===== config.mk =====
export PLATFORM = sky130hd
export DESIGN_NAME = lcd_flush_seq
export DESIGN_NICKNAME = d
export VERILOG_FILES = /design/src/rtl/lcd_flush_pkg.sv /design/src/rtl/lcd_reset_timer.sv /design/src/rtl/lcd_hdr_mux.sv /design/src/rtl/lcd_pixel_fmt.sv /design/src/rtl/lcd_flush_seq.sv
export SDC_FILE = /design/constraint.sdc
export NUM_CORES = 1
export LEC_CHECK = 0
export ABC_AREA = 1
export CAP_MARGIN = 10
export CORE_MARGIN = 4
export CORE_UTILIZATION = 26
export CTS_CLUSTER_DIAMETER = 150
export DETAILED_ROUTE_END_ITERATION = 16
export MAX_ROUTING_LAYER = met4
export PLACE_DENSITY = 0.41
export SLEW_MARGIN = 20
export SYNTH_ARGS = -nofsm -noshare
export SYNTH_HDL_FRONTEND = slang
export SYNTH_SLANG_ARGS = --single-unit
export TNS_END_PERCENT = 5

===== constraint.sdc =====
create_clock -name clk -period 5.2 [get_ports clk]
set_clock_uncertainty 0.05 [all_clocks]
set_input_delay 1.04 -clock clk [delete_from_list [all_inputs] [get_ports clk]]
set_output_delay 1.04 -clock clk [all_outputs]
set_load 0.1 [all_outputs]

===== src/rtl/lcd_flush_pkg.sv =====
package lcd_flush_pkg;
  localparam int COORD_W = 16;
  localparam int HDR_LAST = 10;

  localparam logic [7:0] OP_COL_WIN  = 8'h2A;
  localparam logic [7:0] OP_ROW_WIN  = 8'h2B;
  localparam logic [7:0] OP_MEM_WR   = 8'h2C;
  localparam logic [7:0] OP_PWR_READ = 8'h0A;

  localparam logic [7:0] PWR_RESERVED = 8'h83;
  localparam logic [7:0] PWR_ON_VALUE = 8'h1C;

  typedef struct packed {
    logic       is_data;
    logic [7:0] val;
  } lane_byte_t;

  typedef enum logic [3:0] {
    S_IDLE, S_HDR, S_PGET, S_PB0, S_PB1, S_DONE, S_QCMD, S_QWAIT, S_QDONE
  } seq_state_t;
endpackage


===== src/rtl/lcd_reset_timer.sv =====
module lcd_reset_timer #(
  parameter int CLK_HZ      = 100_000_000,
  parameter int RST_LOW_MS  = 20,
  parameter int RST_WAIT_MS = 120
) (
  input  logic clk,
  input  logic rst_n,
  output logic panel_rst_n,
  output logic init_done
);
  localparam int LOW_CYC  = CLK_HZ / 1000 * RST_LOW_MS;
  localparam int WAIT_CYC = CLK_HZ / 1000 * RST_WAIT_MS;
  localparam int MAX_CYC  = (LOW_CYC > WAIT_CYC) ? LOW_CYC : WAIT_CYC;
  localparam int CW       = $clog2(MAX_CYC + 1);

  typedef enum logic [1:0] {T_LOW, T_WAIT, T_RUN} tphase_t;
  tphase_t        phase;
  logic [CW-1:0]  cnt;

  always_ff @(posedge clk or negedge rst_n) begin
    if (!rst_n) begin
      phase <= T_LOW;
      cnt   <= '0;
    end else begin
      case (phase)
        T_LOW: begin
          if (cnt == CW'(LOW_CYC - 1)) begin
            phase <= T_WAIT;
            cnt   <= '0;
          end else begin
            cnt <= cnt + 1'b1;
          end
        end
        T_WAIT: begin
          if (cnt == CW'(WAIT_CYC - 1)) begin
            phase <= T_RUN;
            cnt   <= '0;
          end else begin
            cnt <= cnt + 1'b1;
          end
        end
        default: phase <= T_RUN;
      endcase
    end
  end

  assign panel_rst_n = (phase != T_LOW);
  assign init_done   = (phase == T_RUN);

  // once the panel leaves reset it is never pulled low again
  a_r1_release_sticks: assert property (@(posedge clk) disable iff (!rst_n)
    panel_rst_n |=> panel_rst_n);
endmodule


===== src/rtl/lcd_hdr_mux.sv =====
module lcd_hdr_mux
  import lcd_flush_pkg::*;
(
  input  logic [3:0]         idx,
  input  logic [COORD_W-1:0] col_lo,
  input  logic [COORD_W-1:0] col_hi,
  input  logic [COORD_W-1:0] row_lo,
  input  logic [COORD_W-1:0] row_hi,
  output lane_byte_t         hb
);
  always_comb begin
    case (idx)
      4'd0:    hb = '{is_data: 1'b0, val: OP_COL_WIN};
      4'd1:    hb = '{is_data: 1'b1, val: col_lo[15:8]};
      4'd2:    hb = '{is_data: 1'b1, val: col_lo[7:0]};
      4'd3:    hb = '{is_data: 1'b1, val: col_hi[15:8]};
      4'd4:    hb = '{is_data: 1'b1, val: col_hi[7:0]};
      4'd5:    hb = '{is_data: 1'b0, val: OP_ROW_WIN};
      4'd6:    hb = '{is_data: 1'b1, val: row_lo[15:8]};
      4'd7:    hb = '{is_data: 1'b1, val: row_lo[7:0]};
      4'd8:    hb = '{is_data: 1'b1, val: row_hi[15:8]};
      4'd9:    hb = '{is_data: 1'b1, val: row_hi[7:0]};
      default: hb = '{is_data: 1'b0, val: OP_MEM_WR};
    endcase
  end
endmodule


===== src/rtl/lcd_pixel_fmt.sv =====
module lcd_pixel_fmt #(
  parameter int WORD_W = 32
) (
  input  logic [WORD_W-1:0] word,
  input  logic              xrgb,
  input  logic              swap,
  input  logic              zero,
  output logic [7:0]        first_b,
  output logic [7:0]        second_b
);
  logic [15:0] rgb;

  always_comb begin
    if (zero)      rgb = 16'h0000;
    else if (xrgb) rgb = {word[23:19], word[15:10], word[7:3]};
    else           rgb = word[15:0];
    first_b  = swap ? rgb[7:0]  : rgb[15:8];
    second_b = swap ? rgb[15:8] : rgb[7:0];
  end
endmodule


===== src/rtl/lcd_flush_seq.sv =====
module lcd_flush_seq
  import lcd_flush_pkg::*;
#(
  parameter int CLK_HZ      = 100_000_000,
  parameter int RST_LOW_MS  = 20,
  parameter int RST_WAIT_MS = 120,
  parameter int PANEL_W     = 240,
  parameter int PANEL_H     = 320,
  parameter int PIX_W       = 32
) (
  input  logic             clk,
  input  logic             rst_n,
  output logic             panel_rst_n,
  output logic             init_done,
  input  logic             flush_req,
  input  logic             blank_req,
  input  logic [15:0]      win_x0,
  input  logic [15:0]      win_x1,
  input  logic [15:0]      win_y0,
  input  logic [15:0]      win_y1,
  input  logic             src_xrgb,
  input  logic             swap_bytes,
  output logic             flush_ready,
  output logic             flush_done,
  input  logic             pix_valid,
  input  logic [PIX_W-1:0] pix_data,
  output logic             pix_ready,
  output logic             out_valid,
  input  logic             out_ready,
  output logic [7:0]       out_byte,
  output logic             out_is_data,
  input  logic             pwr_check_req,
  input  logic             rd_valid,
  input  logic [7:0]       rd_byte,
  output logic             pwr_check_done,
  output logic             display_on
);
  localparam logic [COORD_W-1:0] PW_LAST = COORD_W'(PANEL_W - 1);
  localparam logic [COORD_W-1:0] PH_LAST = COORD_W'(PANEL_H - 1);

  seq_state_t          state;
  logic [3:0]          hdr_idx;
  logic [COORD_W-1:0]  col_lo, col_hi, row_lo, row_hi;
  logic [COORD_W-1:0]  col_cnt, row_cnt;
  logic                blank_mode, fmt_xrgb, fmt_swap;
  logic [7:0]          pb0, pb1;
  lane_byte_t          hdr_b;
  logic [7:0]          cv_first, cv_second;
  logic                hs, win_empty;

  lcd_reset_timer #(
    .CLK_HZ(CLK_HZ), .RST_LOW_MS(RST_LOW_MS), .RST_WAIT_MS(RST_WAIT_MS)
  ) u_rst (
    .clk(clk), .rst_n(rst_n), .panel_rst_n(panel_rst_n), .init_done(init_done)
  );

  lcd_hdr_mux u_hdr (
    .idx(hdr_idx), .col_lo(col_lo), .col_hi(col_hi),
    .row_lo(row_lo), .row_hi(row_hi), .hb(hdr_b)
  );

  lcd_pixel_fmt #(.WORD_W(PIX_W)) u_fmt (
    .word(pix_data), .xrgb(fmt_xrgb), .swap(fmt_swap), .zero(blank_mode),
    .first_b(cv_first), .second_b(cv_second)
  );

  assign hs        = out_valid && out_ready;
  assign win_empty = (win_x1 <= win_x0) || (win_y1 <= win_y0);

  always_comb begin
    out_valid   = 1'b0;
    out_byte    = 8'h00;
    out_is_data = 1'b0;
    pix_ready   = 1'b0;
    case (state)
      S_HDR:  begin out_valid = 1'b1; out_byte = hdr_b.val; out_is_data = hdr_b.is_data; end
      S_PGET: pix_ready = !blank_mode;
      S_PB0:  begin out_valid = 1'b1; out_byte = pb0; out_is_data = 1'b1; end
      S_PB1:  begin out_valid = 1'b1; out_byte = pb1; out_is_data = 1'b1; end
      S_QCMD: begin out_valid = 1'b1; out_byte = OP_PWR_READ; out_is_data = 1'b0; end
      default: ;
    endcase
  end

  assign flush_ready    = init_done && (state == S_IDLE);
  assign flush_done     = (state == S_DONE);
  assign pwr_check_done = (state == S_QDONE);

  always_ff @(posedge clk or negedge rst_n) begin
    if (!rst_n) begin
      state      <= S_IDLE;
      hdr_idx    <= '0;
      col_lo     <= '0;
      col_hi     <= '0;
      row_lo     <= '0;
      row_hi     <= '0;
      col_cnt    <= '0;
      row_cnt    <= '0;
      blank_mode <= 1'b0;
      fmt_xrgb   <= 1'b0;
      fmt_swap   <= 1'b0;
      pb0        <= '0;
      pb1        <= '0;
      display_on <= 1'b0;
    end else begin
      case (state)
        S_IDLE: begin
          if (init_done) begin
            if (flush_req) begin
              if (win_empty) begin
                state <= S_DONE;
              end else begin
                col_lo     <= win_x0;
                col_hi     <= win_x1 - 1'b1;
                row_lo     <= win_y0;
                row_hi     <= win_y1 - 1'b1;
                blank_mode <= 1'b0;
                fmt_xrgb   <= src_xrgb;
                fmt_swap   <= swap_bytes;
                hdr_idx    <= '0;
                state      <= S_HDR;
              end
            end else if (blank_req) begin
              col_lo     <= '0;
              col_hi     <= PW_LAST;
              row_lo     <= '0;
              row_hi     <= PH_LAST;
              blank_mode <= 1'b1;
              fmt_xrgb   <= 1'b0;
              fmt_swap   <= 1'b0;
              hdr_idx    <= '0;
              state      <= S_HDR;
            end else if (pwr_check_req) begin
              state <= S_QCMD;
            end
          end
        end
        S_HDR: begin
          if (hs) begin
            if (hdr_idx == 4'(HDR_LAST)) begin
              col_cnt <= '0;
              row_cnt <= '0;
              state   <= S_PGET;
            end else begin
              hdr_idx <= hdr_idx + 1'b1;
            end
          end
        end
        S_PGET: begin
          if (blank_mode || pix_valid) begin
            pb0   <= cv_first;
            pb1   <= cv_second;
            state <= S_PB0;
          end
        end
        S_PB0: if (hs) state <= S_PB1;
        S_PB1: begin
          if (hs) begin
            if (col_cnt == col_hi - col_lo) begin
              col_cnt <= '0;
              if (row_cnt == row_hi - row_lo) begin
                state <= S_DONE;
              end else begin
                row_cnt <= row_cnt + 1'b1;
                state   <= S_PGET;
              end
            end else begin
              col_cnt <= col_cnt + 1'b1;
              state   <= S_PGET;
            end
          end
        end
        S_DONE: state <= S_IDLE;
        S_QCMD: if (hs) state <= S_QWAIT;
        S_QWAIT: begin
          if (rd_valid) begin
            display_on <= ((rd_byte & ~PWR_RESERVED) == PWR_ON_VALUE);
            state      <= S_QDONE;
          end
        end
        S_QDONE: state <= S_IDLE;
        default: state <= S_IDLE;
      endcase
    end
  end

  // a stalled byte is held unchanged
  a_r9_hold_byte: assert property (@(posedge clk) disable iff (!rst_n)
    (out_valid && !out_ready) |=> (out_valid && $stable(out_byte) && $stable(out_is_data)));

  // nothing leaves on the lane before the power-up wait ends
  a_r1_quiet_before_init: assert property (@(posedge clk) disable iff (!rst_n)
    !init_done |-> !out_valid);

  // command-flagged bytes are only the known opcodes
  a_r2_cmd_opcodes: assert property (@(posedge clk) disable iff (!rst_n)
    (out_valid && !out_is_data) |->
      (out_byte == OP_COL_WIN || out_byte == OP_ROW_WIN ||
       out_byte == OP_MEM_WR  || out_byte == OP_PWR_READ));

  // completion is a single-cycle pulse
  a_r10_done_pulse: assert property (@(posedge clk) disable iff (!rst_n)
    flush_done |=> !flush_done);

  // check completion is a single-cycle pulse
  a_r12_check_pulse: assert property (@(posedge clk) disable iff (!rst_n)
    pwr_check_done |=> !pwr_check_done);

  // the source is never pulled while a byte is pending on the lane
  a_r4_one_pixel_ahead: assert property (@(posedge clk) disable iff (!rst_n)
    pix_ready |-> !out_valid);
endmodule


==> reports/qor.yml, run 1 <==
status: "finished, final reports clean"
core-area_um2: 45580
most-common-layout-cells: "376 x nand2_1, 293 x inv_1, 161 x nand3_1"
power_density_nw_per_um2: 232.9
totalWireLength_mm: 40.20
grt_start_max_net_pins: 91
finalSetupTns_ps: 0
overflow: 0
die_width_um: 223.2
cp_max_fo: 7
grt_pass1_wl_mm: 63.71
seq_area_frac_synth: 0.3119
ff2ff_path_depth: 17
setup_viol: 0
syn_area_um2: 12040
portBuffers: 116
postSynthCellCount: 1762
first_iter_violations: 688
cts_setup_buffers: 0
cp_top_family: "compound AO/OA/AOI/OAI gates"
ys_seq_elements: 150
grt_setup_unrepaired: "no"
synth_fp_nets: 1949
synth_edf_count: 0
required_ps: 4110
start_util: 0.2641
yosys.area.top_type_share: 0.3119
clock_sinks: 150
nFillCells: 5041
drc: 0
ys.flop_type: "dfrtp_1"
irDropWorstVdd_v: 0.0002372
path_class: "reg2out"
clk_pin_slew_worst_paths_ps: 70
crit_path_frequent_cell: "inv_1"
clock_latency_ps: 490
synth_top_cell_by_area: "dfrtp_1"
hold_path.class: "reg2reg"
layout_commonest_cell: "nand2_1"
cp-start-kind: "flip-flop"
ios: 131
gp_congestion: 0.8937
post_cts_resized: 0
htree_num_levels: 4
slew_violations: 0
hold-path-cell-count: 2
path_depth: 12
clock_path_buffers: 2
yosysWarnings: 0
routedWlPerCell_um: 16.23
slowest_stage: "o21ai_0"
synth_cell_types: 53
max_freq_mhz: 226.5
grt_pass1_vias: 11270
max_stage_delay_ps: 540
ys_async_sr_fraction: 1.000
syn_area_per_cell_um2: 6.831
utilization: 0.3176
p_leak_nw: 6.991
ant_nets: 0
area.growth.synth_to_final_pct: 20.25
postCtsHoldBufs: 0
grtUsageTotal: 0.1686
avgViaCountPerCell: 4.666
worstPathArrival_ps: 3330
finalHoldViolCount: 0
multi_input_area_um2: 6928
cp-end-kind: "output port"
synthTopCellsByArea: "dfrtp_1 31%, nand2_1 12%, inv_1 9.1%, ha_1 7.4%, nand3_1 6.7%"
dieHeight_um: 223.2
path_cells: "inv_1 -> ha_1 -> inv_1 -> nor2_1 -> inv_1 -> nand4_1 -> nor3_1 -> nand3_1 -> nor2_1 -> o21ai_0 -> o221ai_1 -> buf_4"
cap_violations: 0
dieArea_um2: 49800
antenna_found_initial: 0
cts_inserted_buffers: 17
antenna_cells: 0
cts_tree: "built"
drtPass1Iterations: 5
finalCritPeriodShare: 0.8492
seq_area_um2: 3754
rows: 78
path_buf_inv: 4
final.min_clock_period_ps: 4416
slew_headroom: 0.3339
num_vias: 11560
nets: 2051
drive_gt1_frac: 0.05647
worst_pin_slew_ps: 996.1
root_buffer: "clkbuf_16"
hpwl_mm: 32.19
area by class of cell:
cell class,count,share of cell area
inverter,304,0.07884
clock buffer,18,0.03034
clock inverter,14,0.01426
timing repair buffer,127,0.08670
sequential,150,0.2593
multi-input combinational,1264,0.4786
tap,600,0.05187
through the flow:
step | setup WS (ps) | total power, mW | std cells | hold WS, ps | instance area, um^2
after global placement | 762.0 | 1.991 | 2445 | 439.1 | 13820
after global routing | 454.2 | 3.578 | 2477 | 483.8 | 14470
after CTS | 649.7 | 3.433 | 2477 | 456.4 | 14470
after detailed placement | 742.9 | 1.995 | 2445 | 433.7 | 13830
final | 784.2 | 3.371 | 2477 | 462.1 | 14470
after floorplan | 1255 | 1.714 | 1762 | 417.8 | 12040
power by group:
part           switching, mW  internal, mW
logic                  0.445         0.280
registers             0.0368          1.21
clock network          0.611         0.792
state kept, by name (all words and copies together), names as in the netlist:
register and flops:
col_cnt 16, fmt_swap 1, fmt_xrgb 1, hdr_idx 4, col_lo 16, pb1 8, u_rst.cnt 24, display_on 1
row_hi 16, col_hi 16, u_rst.phase 2, state 4, row_lo 16, blank_mode 1, pb0 8, row_cnt 16
logic make-up (layout without fill, tap and decap cells):
| kind of cell | count (synthesis) | after routing | synth area share |
|---|---|---|---|
| AOI/OAI and AO/OA | 299 | 299 | 0.1381 |
| xor gates and xnor gates | 79 | 79 | 0.05748 |
| adders and majority gates | 73 | 73 | 0.07713 |
| buffers and inverters | 348 | 463 | 0.1135 |
| DFF | 150 | 150 | 0.3119 |
| and+or+nand+nor | 813 | 813 | 0.3019 |
final timing paths:
kind                              start           end  slack, ps
setup reg to reg              col_hi[0]      state[2]       1910
max in group asynchronous         rst_n  u_rst.cnt[7]       3640
setup / recovery             hdr_idx[0]   out_byte[5]        780
hold / removal             u_rst.cnt[4]  u_rst.cnt[4]        460
hold reg to reg            u_rst.cnt[4]  u_rst.cnt[4]        460
min in group asynchronous         rst_n   col_cnt[12]        490
per-layer routing:
metal  global-route usage  share of wire
met1               0.2364           0.51
met5                    -              0
met3              0.03171          0.031
met2               0.2443           0.44
met4              0.05667          0.026
synthesized netlist by cell type, types with 13 or more instances:
master	count
nand2_1	376
inv_1	293
nand3_1	161
nor2_1	154
dfrtp_1	150
o21ai_0	124
a21oi_1	83
ha_1	71
xor2_1	57
o22ai_1	30
nor3_1	27
clkbuf_1	26
nand4_1	23
xnor2_1	22
o21ai_1	21
nor4_1	13
worst register-to-register path: cells and delay by family, from the launching register on:
kind                     cells  cell delay, ps
XOR/XNOR                     1             170
buffers and inverters        2             210
flip-flops                   1             320
adder cells (fa/ha/maj)      2             620
AND/OR/NAND/NOR             12            1860
Power figures use the tool's default switching activity.
==> run 2, diff against run 1 <==
PLACE_DENSITY = 0.42   (was 0.41)
clock period = 3.8 ns   (was 5.2 ns; I/O delays follow)
==> reports/qor.yml, run 2 (synthesis results as in run 1) <==
status: "finished, final reports clean"
grtUsageTotal: 0.1650
htree_num_levels: 4
dieArea_um2: 49800
nFillCells: 4971
ant_nets: 0
slew_violations: 0
postCtsHoldBufs: 0
finalCritPeriodShare: 0.9739
portBuffers: 116
overflow: 0
p_seq_frac: 0.372
path_depth: 12
start_util: 0.2641
gp_congestion: 0.9065
grt_pass1_vias: 11380
nets: 2082
clock_latency_ps: 460
antenna_found_initial: 0
final.setup.worst_slack_ps: 99.09
ios: 131
grt_pass1_wl_mm: 63.19
totalWireLength_mm: 39.71
p_clk_frac: 0.407
setup_viol: 0
layout.cells.non_filler: 2508
power_switching_mw: 1.450
finalHoldViolCount: 0
p_leak_nw: 7.190
ff2ff_path_depth: 17
most-common-layout-cells: "376 x nand2_1, 290 x inv_1, 160 x nand3_1"
slowest_stage: "dfrtp_1"
route.top_layer_used: "met4"
finalSetupTns_ps: 0
largest_register_ffs: 24
path_buf_inv: 4
clock_path_buffers: 2
cap_violations: 0
top_register: "u_rst.cnt"
clock_sinks: 150
met1_length_mm: 19.97
required_ps: 2990
p_int_mw: 3.115
pwr-share-comb: 0.221
hold_path.class: "in2async"
antenna_cells: 0
cp_max_fo: 4
wl_met3_mm: 1.102
power_density_nw_per_um2: 308.2
endpoint: "out_byte[5]"
path_class: "reg2out"
hpwl_mm: 32.45
drtPass1Iterations: 5
cp-start-kind: "flip-flop"
crit_path_frequent_cell: "inv_1"
worst_pin_slew_ps: 1014
dp.cells: 2476
rr_startpoint: "col_hi[0]"
cts_setup_buffers: 0
power_mw: 4.565
r2r-end: "state[2]"
cp_top_family: "compound AO/OA/AOI/OAI gates"
die_width_um: 223.2
clk_pin_slew_worst_paths_ps: 70
post_cts_resized: 7
grt_start_max_net_pins: 73
root_buffer: "clkbuf_16"
rows: 78
r2r_slack_ps: 580
crit_start: "hdr_idx[1]"
core-area_um2: 45580
final.min_clock_period_ps: 3701
worstPathArrival_ps: 2890
first_iter_violations: 730
cts_tree: "built"
grt_setup_unrepaired: "yes"
cts_inserted_buffers: 17
dieHeight_um: 223.2
post-place-ws_ps: 180.7
avgViaCountPerCell: 4.615
layout_commonest_cell: "nand2_1"
path_cells: "inv_1 -> ha_1 -> nand3_1 -> nand2_1 -> inv_1 -> o21ai_0 -> a221oi_1 -> o2111ai_1 -> o21ai_1 -> buf_4 -> o221ai_1 -> buf_12"
irDropWorstVdd_v: 0.0003160
num_vias: 11570
slew_headroom: 0.3218
swShare: 0.3176
max_stage_delay_ps: 390
drive_gt1_frac: 0.08124
cp-end-kind: "output port"
area.growth.synth_to_final_pct: 23.06
route.met2.wl_mm: 17.52
max_freq_mhz: 270.2
routedWlPerCell_um: 15.83
drc: 0
-- run 2: power by group through the flow --
stage          logic (mW)  clock network, mW  registers (mW)
2_1_floorplan       0.642                  0            1.70
3_3_place_gp         1.00                  0            1.73
3_5_place_dp         1.01                  0            1.73
4_1_cts              1.02               1.91            1.70
5_1_grt              1.16               1.97            1.71
6_report             1.01               1.86            1.70
-- run 2: final cells by class --
class | count | area (um^2) | area share
clock inverter | 14 | 183.9 | 0.01242
clock buffer | 18 | 439.2 | 0.02965
sequential | 150 | 3754 | 0.2534
inverter | 304 | 1141 | 0.07704
timing repair buffer | 158 | 1583 | 0.1069
multi-input combinational | 1264 | 6960 | 0.4699
tap | 600 | 750.7 | 0.05068
-- run 2: how the worst min path moves through the flow --
| stage | cells past startpoint | end | start | slack (ps) |
|---|---|---|---|---|
| 6_report | 1 | col_cnt[12] | rst_n | 240 |
| 5_1_grt | 1 | col_cnt[14] | rst_n | 300 |
| 4_1_cts | 1 | col_cnt[12] | rst_n | 270 |
| 3_5_place_dp | 2 | u_rst.cnt[4] | u_rst.cnt[4] | 450 |
| 3_3_place_gp | 2 | u_rst.cnt[4] | u_rst.cnt[4] | 430 |
| 2_1_floorplan | 0 | blank_mode | rst_n | 410 |
-- run 2: through the flow --
step	util	instance area [um^2]	hold WS (ps)
after floorplan	-	12040	414.4
after global placement	0.3104	14150	434.1
after detailed placement	0.3104	14150	445.2
after CTS	0.3245	14790	272.5
after global routing	0.3250	14810	296.3
final	0.3250	14810	244.5
-- run 2: per-layer routing --
metal	GRT usage	vias up
met5	-	-
met4	0.05866	0
met3	0.01961	50
met2	0.2482	200
met1	0.2297	5319
li1	-	6005
==> run 3, diff against run 2 <==
CAP_MARGIN = 30   (was 10)
==> results of run 3 <==
No change in the layout: final DEF, timing and power equal those of run 2.
